`src/rtl/csi_pkg.sv`:
```
// Shared definitions for the synchronous serial master.
// Assumes: configuration fields are held steady while a frame is in progress.
package csi_pkg;

    localparam int FRAME_BITS = 8;

    // Operating mode gathered from the configuration pins.
    typedef struct packed {
        logic cont;   // continuous transfers when set
        logic tx_en;  // transmit enabled
        logic rx_en;  // receive enabled
        logic ckp;    // clock polarity: 0 idle high, 1 idle low
        logic dap;    // data phase: 0 leading-edge sample, 1 trailing-edge sample
    } csi_mode_t;

endpackage

```
`src/rtl/csi_halfclk.sv`:
```
// Half-period timer: emits a one-cycle tick at the end of each serial clock
// half-period while running. The period is div system clocks; 0 counts as 1.
// Assumes: run rises on the cycle a frame starts, so the count starts from zero.
module csi_halfclk #(
    parameter int DIV_W = 8
) (
    input  logic             clk,
    input  logic             rst_n,
    input  logic             run,
    input  logic [DIV_W-1:0] div,
    output logic             tick
);

    logic [DIV_W-1:0] cnt;
    logic [DIV_W-1:0] lim;

    // Effective divider, with zero treated as one.
    always_comb lim = (div == '0) ? DIV_W'(1) : div;

    // End of the half-period.
    always_comb tick = run && (cnt == lim - DIV_W'(1));

    // Count system clocks within the current half-period.
    always_ff @(posedge clk) begin
        if (!rst_n || !run || tick) cnt <= '0;
        else                        cnt <= cnt + DIV_W'(1);
    end

endmodule

```
`src/rtl/csi_shifter.sv`:
```
// Shift engine: walks 2*DATA_W half-periods per frame. Input is captured at
// the end of each even half and shifted in at the end of each odd half.
// The output MSB therefore changes at even-half starts, and the input is
// sampled at odd-half starts. A load restarts the frame from half 0.
// Assumes: load has priority and may coincide with frame_done (back to back).
module csi_shifter #(
    parameter int DATA_W = 8
) (
    input  logic              clk,
    input  logic              rst_n,
    input  logic              load,
    input  logic [DATA_W-1:0] load_data,
    input  logic              tick,
    input  logic              rx_keep,
    input  logic              sdi,
    output logic              active,
    output logic              phase,
    output logic              sout,
    output logic              frame_done,
    output logic [DATA_W-1:0] rx_word
);

    localparam int HALVES = 2 * DATA_W;
    localparam int HW     = $clog2(HALVES);
    localparam logic [HW-1:0] LAST = HW'(HALVES - 1);

    logic [HW-1:0]     half;
    logic [DATA_W-1:0] sreg;
    logic              cap;

    // Frame ends at the tick that closes the last half-period.
    always_comb frame_done = active && tick && (half == LAST);
    // Word as it stands after the final shift.
    always_comb rx_word = {sreg[DATA_W-2:0], cap};
    always_comb phase = half[0];
    always_comb sout = sreg[DATA_W-1];

    // Sequence halves, capture input and shift the register.
    always_ff @(posedge clk) begin
        if (!rst_n) begin
            active <= 1'b0;
            half   <= '0;
            sreg   <= '0;
            cap    <= 1'b0;
        end else if (load) begin
            active <= 1'b1;
            half   <= '0;
            sreg   <= load_data;
            cap    <= 1'b0;
        end else if (active && tick) begin
            half <= half + HW'(1);
            if (!half[0]) cap  <= rx_keep & sdi;
            else          sreg <= {sreg[DATA_W-2:0], cap};
            if (half == LAST) active <= 1'b0;
        end
    end

endmodule

```
`src/rtl/csi_ctrl.sv`:
```
// Transfer control: decides when a frame starts in single and continuous
// modes, keeps the one-deep holding register, produces both interrupt
// pulses and owns the receive register.
// Assumes: mode is static while a frame is running or queued.
module csi_ctrl
    import csi_pkg::*;
#(
    parameter int DATA_W = 8
) (
    input  logic              clk,
    input  logic              rst_n,
    input  csi_mode_t         mode,
    input  logic              tx_wr,
    input  logic [DATA_W-1:0] tx_data,
    input  logic              rx_rd,
    input  logic              active,
    input  logic              frame_done,
    input  logic [DATA_W-1:0] rx_word,
    output logic              load,
    output logic [DATA_W-1:0] load_data,
    output logic              irq_tx,
    output logic              irq_rx,
    output logic [DATA_W-1:0] rx_data
);

    logic              rx_only;
    logic              req;
    logic              hold_v;
    logic [DATA_W-1:0] hold_d;
    logic              cont_load;
    logic              sgl_load;
    logic              accept;

    // Request decode: a write when transmitting, a read when receive-only.
    always_comb begin
        rx_only   = mode.rx_en & ~mode.tx_en;
        req       = (tx_wr & mode.tx_en) | (rx_rd & rx_only);
        cont_load = mode.cont & hold_v & (~active | frame_done);
        sgl_load  = ~mode.cont & req & ~active;
        load      = cont_load | sgl_load;
        load_data = mode.cont ? hold_d : tx_data;
        accept    = mode.cont & req & (~hold_v | cont_load);
    end

    // Holding register for continuous mode; a full register drops writes.
    always_ff @(posedge clk) begin
        if (!rst_n) begin
            hold_v <= 1'b0;
            hold_d <= '0;
        end else begin
            if (accept)         hold_v <= 1'b1;
            else if (cont_load) hold_v <= 1'b0;
            if (accept) hold_d <= tx_data;
        end
    end

    // Interrupt pulses and receive register update.
    always_ff @(posedge clk) begin
        if (!rst_n) begin
            irq_tx  <= 1'b0;
            irq_rx  <= 1'b0;
            rx_data <= '0;
        end else begin
            irq_tx <= cont_load & mode.tx_en;
            irq_rx <= frame_done & (mode.rx_en | ~mode.cont);
            if (frame_done && mode.rx_en) rx_data <= rx_word;
        end
    end

endmodule

```
`src/rtl/csi_master.sv`:
```
// Synchronous serial master top: gathers configuration, instantiates the
// half-period timer, the shift engine and the transfer control, and forms
// the serial clock and data-out levels.
// Assumes: sdi is already synchronous to clk (it changes a half-period away
// from the capture point).
module csi_master
    import csi_pkg::*;
#(
    parameter int DATA_W = FRAME_BITS,
    parameter int DIV_W  = 8
) (
    input  logic              clk,
    input  logic              rst_n,
    input  logic              cfg_cont,
    input  logic              cfg_tx_en,
    input  logic              cfg_rx_en,
    input  logic              cfg_ckp,
    input  logic              cfg_dap,
    input  logic [DIV_W-1:0]  cfg_div,
    input  logic              tx_wr,
    input  logic [DATA_W-1:0] tx_data,
    input  logic              rx_rd,
    output logic [DATA_W-1:0] rx_data,
    output logic              busy,
    output logic              irq_tx,
    output logic              irq_rx,
    output logic              sck,
    output logic              sdo,
    input  logic              sdi
);

    csi_mode_t         mode;
    logic              tick;
    logic              active;
    logic              phase;
    logic              sout;
    logic              frame_done;
    logic              load;
    logic [DATA_W-1:0] load_data;
    logic [DATA_W-1:0] rx_word;

    // Pack configuration pins into the mode record.
    always_comb mode = '{cont: cfg_cont, tx_en: cfg_tx_en, rx_en: cfg_rx_en,
                         ckp: cfg_ckp, dap: cfg_dap};

    csi_halfclk #(.DIV_W(DIV_W)) u_half (
        .clk   (clk),
        .rst_n (rst_n),
        .run   (active),
        .div   (cfg_div),
        .tick  (tick)
    );

    csi_shifter #(.DATA_W(DATA_W)) u_shift (
        .clk        (clk),
        .rst_n      (rst_n),
        .load       (load),
        .load_data  (load_data),
        .tick       (tick),
        .rx_keep    (cfg_rx_en),
        .sdi        (sdi),
        .active     (active),
        .phase      (phase),
        .sout       (sout),
        .frame_done (frame_done),
        .rx_word    (rx_word)
    );

    csi_ctrl #(.DATA_W(DATA_W)) u_ctrl (
        .clk        (clk),
        .rst_n      (rst_n),
        .mode       (mode),
        .tx_wr      (tx_wr),
        .tx_data    (tx_data),
        .rx_rd      (rx_rd),
        .active     (active),
        .frame_done (frame_done),
        .rx_word    (rx_word),
        .load       (load),
        .load_data  (load_data),
        .irq_tx     (irq_tx),
        .irq_rx     (irq_rx),
        .rx_data    (rx_data)
    );

    // Clock is away from idle in odd halves (dap=0) or even halves (dap=1);
    // data out is high unless a transmitting frame is running.
    always_comb begin
        busy = active;
        sck  = ~mode.ckp ^ (active & (phase ^ mode.dap));
        sdo  = (active & mode.tx_en) ? sout : 1'b1;
    end

endmodule

```
`config.mk`:
```
export PLATFORM = sky130hd
export DESIGN_NAME = csi_master
export DESIGN_NICKNAME = d
export VERILOG_FILES = /design/src/rtl/csi_pkg.sv /design/src/rtl/csi_halfclk.sv /design/src/rtl/csi_shifter.sv /design/src/rtl/csi_ctrl.sv /design/src/rtl/csi_master.sv
export SDC_FILE = /design/constraint.sdc
export NUM_CORES = 1
export LEC_CHECK = 0
export BUFFER_PORTS_ARGS = -buffer_cell sky130_fd_sc_hd__clkbuf_2
export CAP_MARGIN = 20
export CELL_PAD_IN_SITES_DETAIL_PLACEMENT = 1
export CELL_PAD_IN_SITES_GLOBAL_PLACEMENT = 1
export CORE_AREA = 2 2 74 76
export DETAILED_ROUTE_END_ITERATION = 7
export DIE_AREA = 0 0 76 78
export PLACE_DENSITY_LB_ADDON = 0.12
export SYNTH_ARGS = -nofsm -noshare
export SYNTH_HDL_FRONTEND = slang
export SYNTH_SLANG_ARGS = --single-unit
```
`constraint.sdc`:
```
create_clock -name clk -period 8.1 [get_ports clk]
set_input_delay 0.405 -clock clk [delete_from_list [all_inputs] [get_ports clk]]
set_output_delay 0.405 -clock clk [all_outputs]
set_load 0.02 [all_outputs]
```
==> results.ini, run 1 <==
[worst_setup_path]
cp_top_family = simple AND/OR/NAND/NOR gates
crit_buf_inv = 1
required_ns = 8.29
cp_common_cell = nor4_4
path_max_fanout = 10
crit_path_end_kind = register
critical_path_class = primary input to register
cp-start-kind = primary input
crit_slowest_cell = or4_4
cp.arrival_ns = 3.75
path_cells = clkbuf_2 -> or4_4 -> nor4_4 -> nor2_1 -> ha_1 -> xor2_1 -> o2111ai_1 -> o21ai_0 -> nor4_4 -> nand3_1 -> o21a_1 -> o211a_1
max_stage_delay_ns = 0.61

[grt]
grt-ovfl-total = 0
grt_pass1_vias = 1834
grt_max_degree = 27
grt_antenna_before_repair = 0
globalRouteTotalUtil_pct = 18.66
grt_pass1_wl_um = 8845

[timing]
max_slew_margin_pct = 50.69
timing.fmax_mhz = 281.2
drv_slew = 0
fin_crit_ns = 3.557
fin_crit_sh_pct = 43.91
tightest_slew_ns = 0.7320
clock_skew_ns = 0.004881
setup_tns_ns = 0
rsz0062_at_grt = no
hold_violations = 0
setup_viol_count_final = 0
layout_setup_ws_ns = 4.543

[clocking]
cts_hold_buf = 0
cts_tree = done
cts_buffer_depth = 2
cts_buffers = 5
htree_levels = 2
insertion_delay_ns = 0.29
post_cts_resized = 0
cts_root_buf = clkbuf_8
clk_pin_slew_worst_paths_ns = 0.08
cts_setup_buffers = 0
clock_sinks = 41

[synth]
synth-async-reset-ratio_pct = 0
synth_top_area_share_pct = 35.42
synth_edf_count = 0
synth_area_leader_cell = dfxtp_1
synth.most_common_cell = dfxtp_1
syn_avg_cell_area_um2 = 9.497
seq_area_frac_synth_pct = 35.42
synth_cells = 244
synth_cell_types = 46
yosysWarnings = 0
synth_seq_cells = 41
yosys-top-cells-count = dfxtp_1 (41), mux2i_1 (25), nand2_1 (25), nor2_1 (25)
syn_area_mm2 = 0.002317
ys.flop_type = dfxtp_1
synth_area_leaders = dfxtp_1 (35%), mux2i_1 (11%), mux2_2 (4.4%)
mappedNetlistNets = 273

[drt]
routedWlPerCell_um = 14.85
vias = 1825
drt_pass1_iterations = 4
drtAntennaViolNets = 0
vias_per_cell = 5.214
drtIter0Drc = 47
drt-total-wl_um = 5199
drc = 0

[placed_design]
place.gp.congestion = 0.7686
port_buffers = 38
hpwlAfterDp_um = 4074
dp_slack_ns = 4.177

[run]
maxCapViolCount = 0

[final_layout]
ff_latch_area_um2 = 820.8
diodes = 0
fin_nets = 308
fill_cells = 620
drive_gt1_share_pct = 27.14
multi_input_area_mm2 = 0.001414
syn2layout_area_growth_pct = 14.36

[power_and_ir_drop]
powerDensity_mw_per_mm2 = 165.0
p_seq_share_pct = 49.1
ir_drop_mv = 0.08631
p_leak_nw = 1.154
switching_share_pct = 25.90
power_frac_clock_pct = 38.0
switchingPower_mw = 0.1133
comb_power_share_pct = 12.9
p_int_mw = 0.3240

[die]
core_mm2 = 0.005042
start_util_pct = 45.96
io_pins = 39
die_area_mm2 = 0.005928
rows = 26
die_h_um = 78
fp.dieW_um = 76

[hold_path]
min_path_type = primary input to register

[status]
status = completed

logic make-up after synthesis:
logic type | count (synthesis) | synth area share, %
muxes | 35 | 15.66
and+or+nand+nor | 98 | 24.73
DFF | 41 | 35.42
buffers and inverters | 16 | 3.564
xor gates and xnor gates | 17 | 6.426
AOI/OAI and AO/OA | 34 | 12.58
adders and majority gates | 3 | 1.620
power groups by stage:
| stage | Sequential [mW] | Combinational (mW) | Clock, mW |
|---|---|---|---|
| 5_1_grt | 0.216 | 0.0627 | 0.179 |
| 4_1_cts | 0.215 | 0.0573 | 0.172 |
| 2_1_floorplan | 0.217 | 0.0412 | 0 |
| 3_3_place_gp | 0.219 | 0.0554 | 0 |
| 6_report | 0.215 | 0.0565 | 0.166 |
| 3_5_place_dp | 0.220 | 0.0567 | 0 |
registers in the layout, indices dropped and copies added, names as in the netlist:
signal and cells:
u_ctrl.hold_d 8, u_ctrl.hold_v 1, u_ctrl.irq_rx 1, u_ctrl.irq_tx 1
u_ctrl.rx_data 8, u_half.cnt 8, u_shift.active 1, u_shift.cap 1
u_shift.half 4, u_shift.sreg 8
metrics by stage:
step | util [%] | cells | hold WS [ns] | area (µm²) | power (mW)
final | 52.56 | 350 | 0.3544 | 2650 | 0.4373
after global routing | 52.56 | 350 | 0.3631 | 2650 | 0.4580
after CTS | 52.56 | 350 | 0.3490 | 2650 | 0.4442
after detailed placement | 50.27 | 342 | 0.4515 | 2535 | 0.2763
after global placement | 50.27 | 342 | 0.4396 | 2535 | 0.2747
after floorplan | - | 244 | 0.4313 | 2317 | 0.2580
area by class of cell:
type                       count  area share, %
multi-input combinational    187          53.35
clock inverter                 3          1.747
inverter                       6         0.8499
sequential                    41          30.97
tap                           70          3.305
timing repair buffer          38          7.177
clock buffer                   5          2.597
placed cells by master, fill, tap and decap left out, types with 8 or more instances in the layout:
cell type,netlist,final
a211oi_2,8,8
a21oi_1,10,10
and3_1,8,8
clkbuf_2,0,38
dfxtp_1,41,41
mux2_2,9,9
mux2i_1,25,25
nand2_1,25,25
nand3_1,10,10
nor2_1,25,25
xnor2_1,9,9
xor2_1,8,8
worst paths after layout:
kind / end / depth (start not counted) / slack [ns] / startpoint
worst min register to register: u_ctrl.hold_d[7]$_SDFFE_PN0P_ / 2 / 0.47 / u_ctrl.hold_d[7]$_SDFFE_PN0P_
worst max register to register: u_shift.half[3]$_SDFFE_PP0N_ / 7 / 5.52 / u_half.cnt[2]$_SDFF_PP0_
worst min-delay path: u_ctrl.hold_d[4]$_SDFFE_PN0P_ / 3 / 0.35 / tx_data[4]
worst max-delay path: u_shift.half[3]$_SDFFE_PP0N_ / 12 / 4.54 / cfg_div[3]
routing by layer:
metal	GRT usage [%]	share of wire [%]
met5	0	0
met2	31.52	46
met3	3.023	2.8
met1	24.05	49
met4	7.091	1.4
worst register-to-register path: stages, from the launching register on:
cell	delay, ns
dfxtp_1	0.48
nand4b_1	0.13
o2111ai_1	0.10
o21ai_0	0.29
nor4_4	0.45
nand3_1	0.48
o21a_1	0.33
o211a_1	0.21
Power figures use the tool's default switching activity.
==> run 2: changes to the inputs <==
- CORE_AREA: 2 2 74 76 -> 2 2 81 83
- DIE_AREA: 0 0 76 78 -> 0 0 83 85
- clock period: 8.1 -> 2.9 ns (I/O delays scaled with it)
==> run 2 against run 1 <==
Against the previous run: critical path depth grew 2; via count grew 5.0%; worst hold slack lost 0.28 ns; critical path type unchanged.
==> results.ini, run 2 (synthesis gave the netlist of run 1 again) <==
[die]
fp.dieW_um = 83  ; +9.2%
core_mm2 = 0.006205  ; +23%
io_pins = 39  ; unchanged
start_util_pct = 37.35  ; -8.6 points
rows = 29  ; +12%
die_h_um = 85  ; +9.0%
die_area_mm2 = 0.007055  ; +19%

[worst_setup_path]
crit_path_end_kind = register
ff2ff_path_depth = 8  ; +1
path_max_fanout = 8  ; -2
cp-start-kind = primary input
rrSetupSlack_ns = 0.75  ; -4.77 ns
cp_top_family = simple AND/OR/NAND/NOR gates
required_ns = 3.09  ; -5.20 ns
max_stage_delay_ns = 0.55  ; -0.06 ns
critical_path_class = primary input to register
cp_common_cell = nor4_4
reg2reg_to = u_ctrl.hold_d[5]$_SDFFE_PN0P_
crit_slowest_cell = or4_4
path_cells = clkbuf_2 -> or4_4 -> nor4_4 -> nor2_1 -> ha_1 -> xor2_1 -> o2111ai_1 -> o21ai_1 -> nor4_4 -> buf_4 -> nand4_4 -> buf_12 -> a21oi_1 -> a211oi_2
crit_buf_inv = 3  ; +2
cp.arrival_ns = 2.90  ; -0.85 ns
regToRegStartpoint = u_half.cnt[0]$_SDFF_PP0_

[timing]
setup_tns_ns = 0  ; unchanged
tightest_slew_ns = 0.6531  ; -0.07883 ns
timing.fmax_mhz = 368.8
max_slew_margin_pct = 56.37  ; +5.7 points
rsz0062_at_grt = no
hold_violations = 0  ; unchanged
setup_viol_count_final = 0  ; unchanged
drv_slew = 0  ; unchanged
fin_crit_sh_pct = 93.49
fin_crit_ns = 2.711
holdWs_ns = 0.07720  ; -0.2772 ns
clock_skew_ns = 0.01013  ; +0.005252 ns

[power_and_ir_drop]
p_total_mw = 1.201  ; +170%
ir_drop_mv = 0.2754  ; +220%
powerDensity_mw_per_mm2 = 427.9  ; +160%
p_leak_nw = 1.248  ; +8.1%

[clocking]
clock_sinks = 41  ; unchanged
cts_root_buf = clkbuf_8
cts_hold_buf = 0  ; unchanged
insertion_delay_ns = 0.30  ; about the same
clk_pin_slew_worst_paths_ns = 0.09  ; about the same
cts_buffer_depth = 2  ; unchanged
htree_levels = 2  ; unchanged
cts_tree = done
cts_buffers = 5  ; unchanged
cts_setup_buffers = 0  ; unchanged
post_cts_resized = 0  ; unchanged

[drt]
drt_pass1_iterations = 4  ; unchanged
drc = 0  ; unchanged
vias_per_cell = 5.139  ; -1.4%
drtAntennaViolNets = 0  ; unchanged
drt-total-wl_um = 5548  ; +6.7%
vias = 1917  ; +5.0%
drtIter0Drc = 49  ; +4.3%
routedWlPerCell_um = 14.87  ; +0.13%

[grt]
grt_antenna_before_repair = 0  ; unchanged
grt_pass1_vias = 1951  ; +6.4%
globalRouteTotalUtil_pct = 16.96  ; -1.7 points
grt-ovfl-total = 0  ; unchanged
grt_max_degree = 27  ; unchanged
grt_pass1_wl_um = 9687  ; +9.5%

[hold_path]
min_to = u_ctrl.hold_d[3]$_SDFFE_PN0P_
holdPathStages = 3  ; unchanged
min_path_type = primary input to register
hold_start = tx_data[3]

[status]
status = completed

[final_layout]
final_common_cell = dfxtp_1
final_cell_count_no_fill = 373  ; +6.6%
drive_gt1_share_pct = 31.08  ; +3.9 points
fin_nets = 324  ; +5.2%
fill_cells = 758  ; +22%
utilization_pct = 45.23  ; -7.3 points
diodes = 0  ; unchanged
syn2layout_area_growth_pct = 21.11
layout_common_cells = dfxtp_1 (41), clkbuf_2 (38), nor2_1 (25), nand2_1 (25), mux2i_1 (25)

[run]
maxCapViolCount = 0  ; unchanged

[placed_design]
place.gp.congestion = 0.8190  ; +6.6%
hpwlAfterDp_um = 4269  ; +4.8%
dp_cells = 365  ; +6.7%
port_buffers = 38  ; unchanged

## run 2: changes by cell type in the layout (fill, tap and decap cells not counted), sizes merged
| cell | change |
|---|---|
| buf | +16 |
| bufinv | -1 |
| clkbuf | +2 |
| clkinv | -1 |
| clkinvlp | -1 |
| inv | +1 |
## run 2: metal layers
layer	global-route usage, %	part of all wire [%]
met4	5.365	1.4
met5	0	0
met3	3.405	3.3
met2	26.47	45
met1	23.69	51
## run 2: metrics by stage
step | cell area [µm²] | setup slack, ns
2_1_floorplan | 2317 | 0.02292
3_3_place_gp | 2701 | -0.01339
3_5_place_dp | 2701 | -0.09314
4_1_cts | 2806 | 0.2180
5_1_grt | 2806 | 0.06383
6_report | 2806 | 0.1888
## run 2: worst min-delay path, delay by kind of cell
family                 cells  cell delay (ns)
buffers and inverters      1             0.09
multiplexers               1             0.05
AND/OR/NAND/NOR            1             0.05
## run 2: final cells by class
cell class	instances	area, µm²	share of cell area, %
repair buffers	54	347.8	12.39
inverters	6	22.52	0.8025
well taps	77	96.34	3.433
clock inverters	1	8.758	0.3121
flip-flops and latches	41	820.8	29.25
multi-input cells	187	1414	50.38
clock buffers	7	96.34	3.433
## run 2: worst max path at each step
stage	from	to	slack (ns)	depth (start not counted)
floorplan	cfg_div[2]	u_shift.half[3]$_SDFFE_PP0N_	0.02	13
global placement	cfg_div[3]	u_shift.sreg[4]$_SDFFE_PN0P_	-0.01	14
global route	cfg_div[3]	u_shift.sreg[5]$_SDFFE_PN0P_	0.06	13
detailed placement	cfg_div[3]	u_shift.sreg[2]$_SDFFE_PN0P_	-0.09	14
CTS	cfg_div[3]	u_shift.sreg[2]$_SDFFE_PN0P_	0.22	14
finish	cfg_div[3]	u_shift.sreg[2]$_SDFFE_PN0P_	0.19	14
## run 2: power by group
group          total [mW]  switching [mW]  internal, mW
Clock               0.429           0.209         0.220
Sequential          0.597          0.0153         0.581
Combinational       0.175          0.0990        0.0758
Total                1.20           0.324         0.877
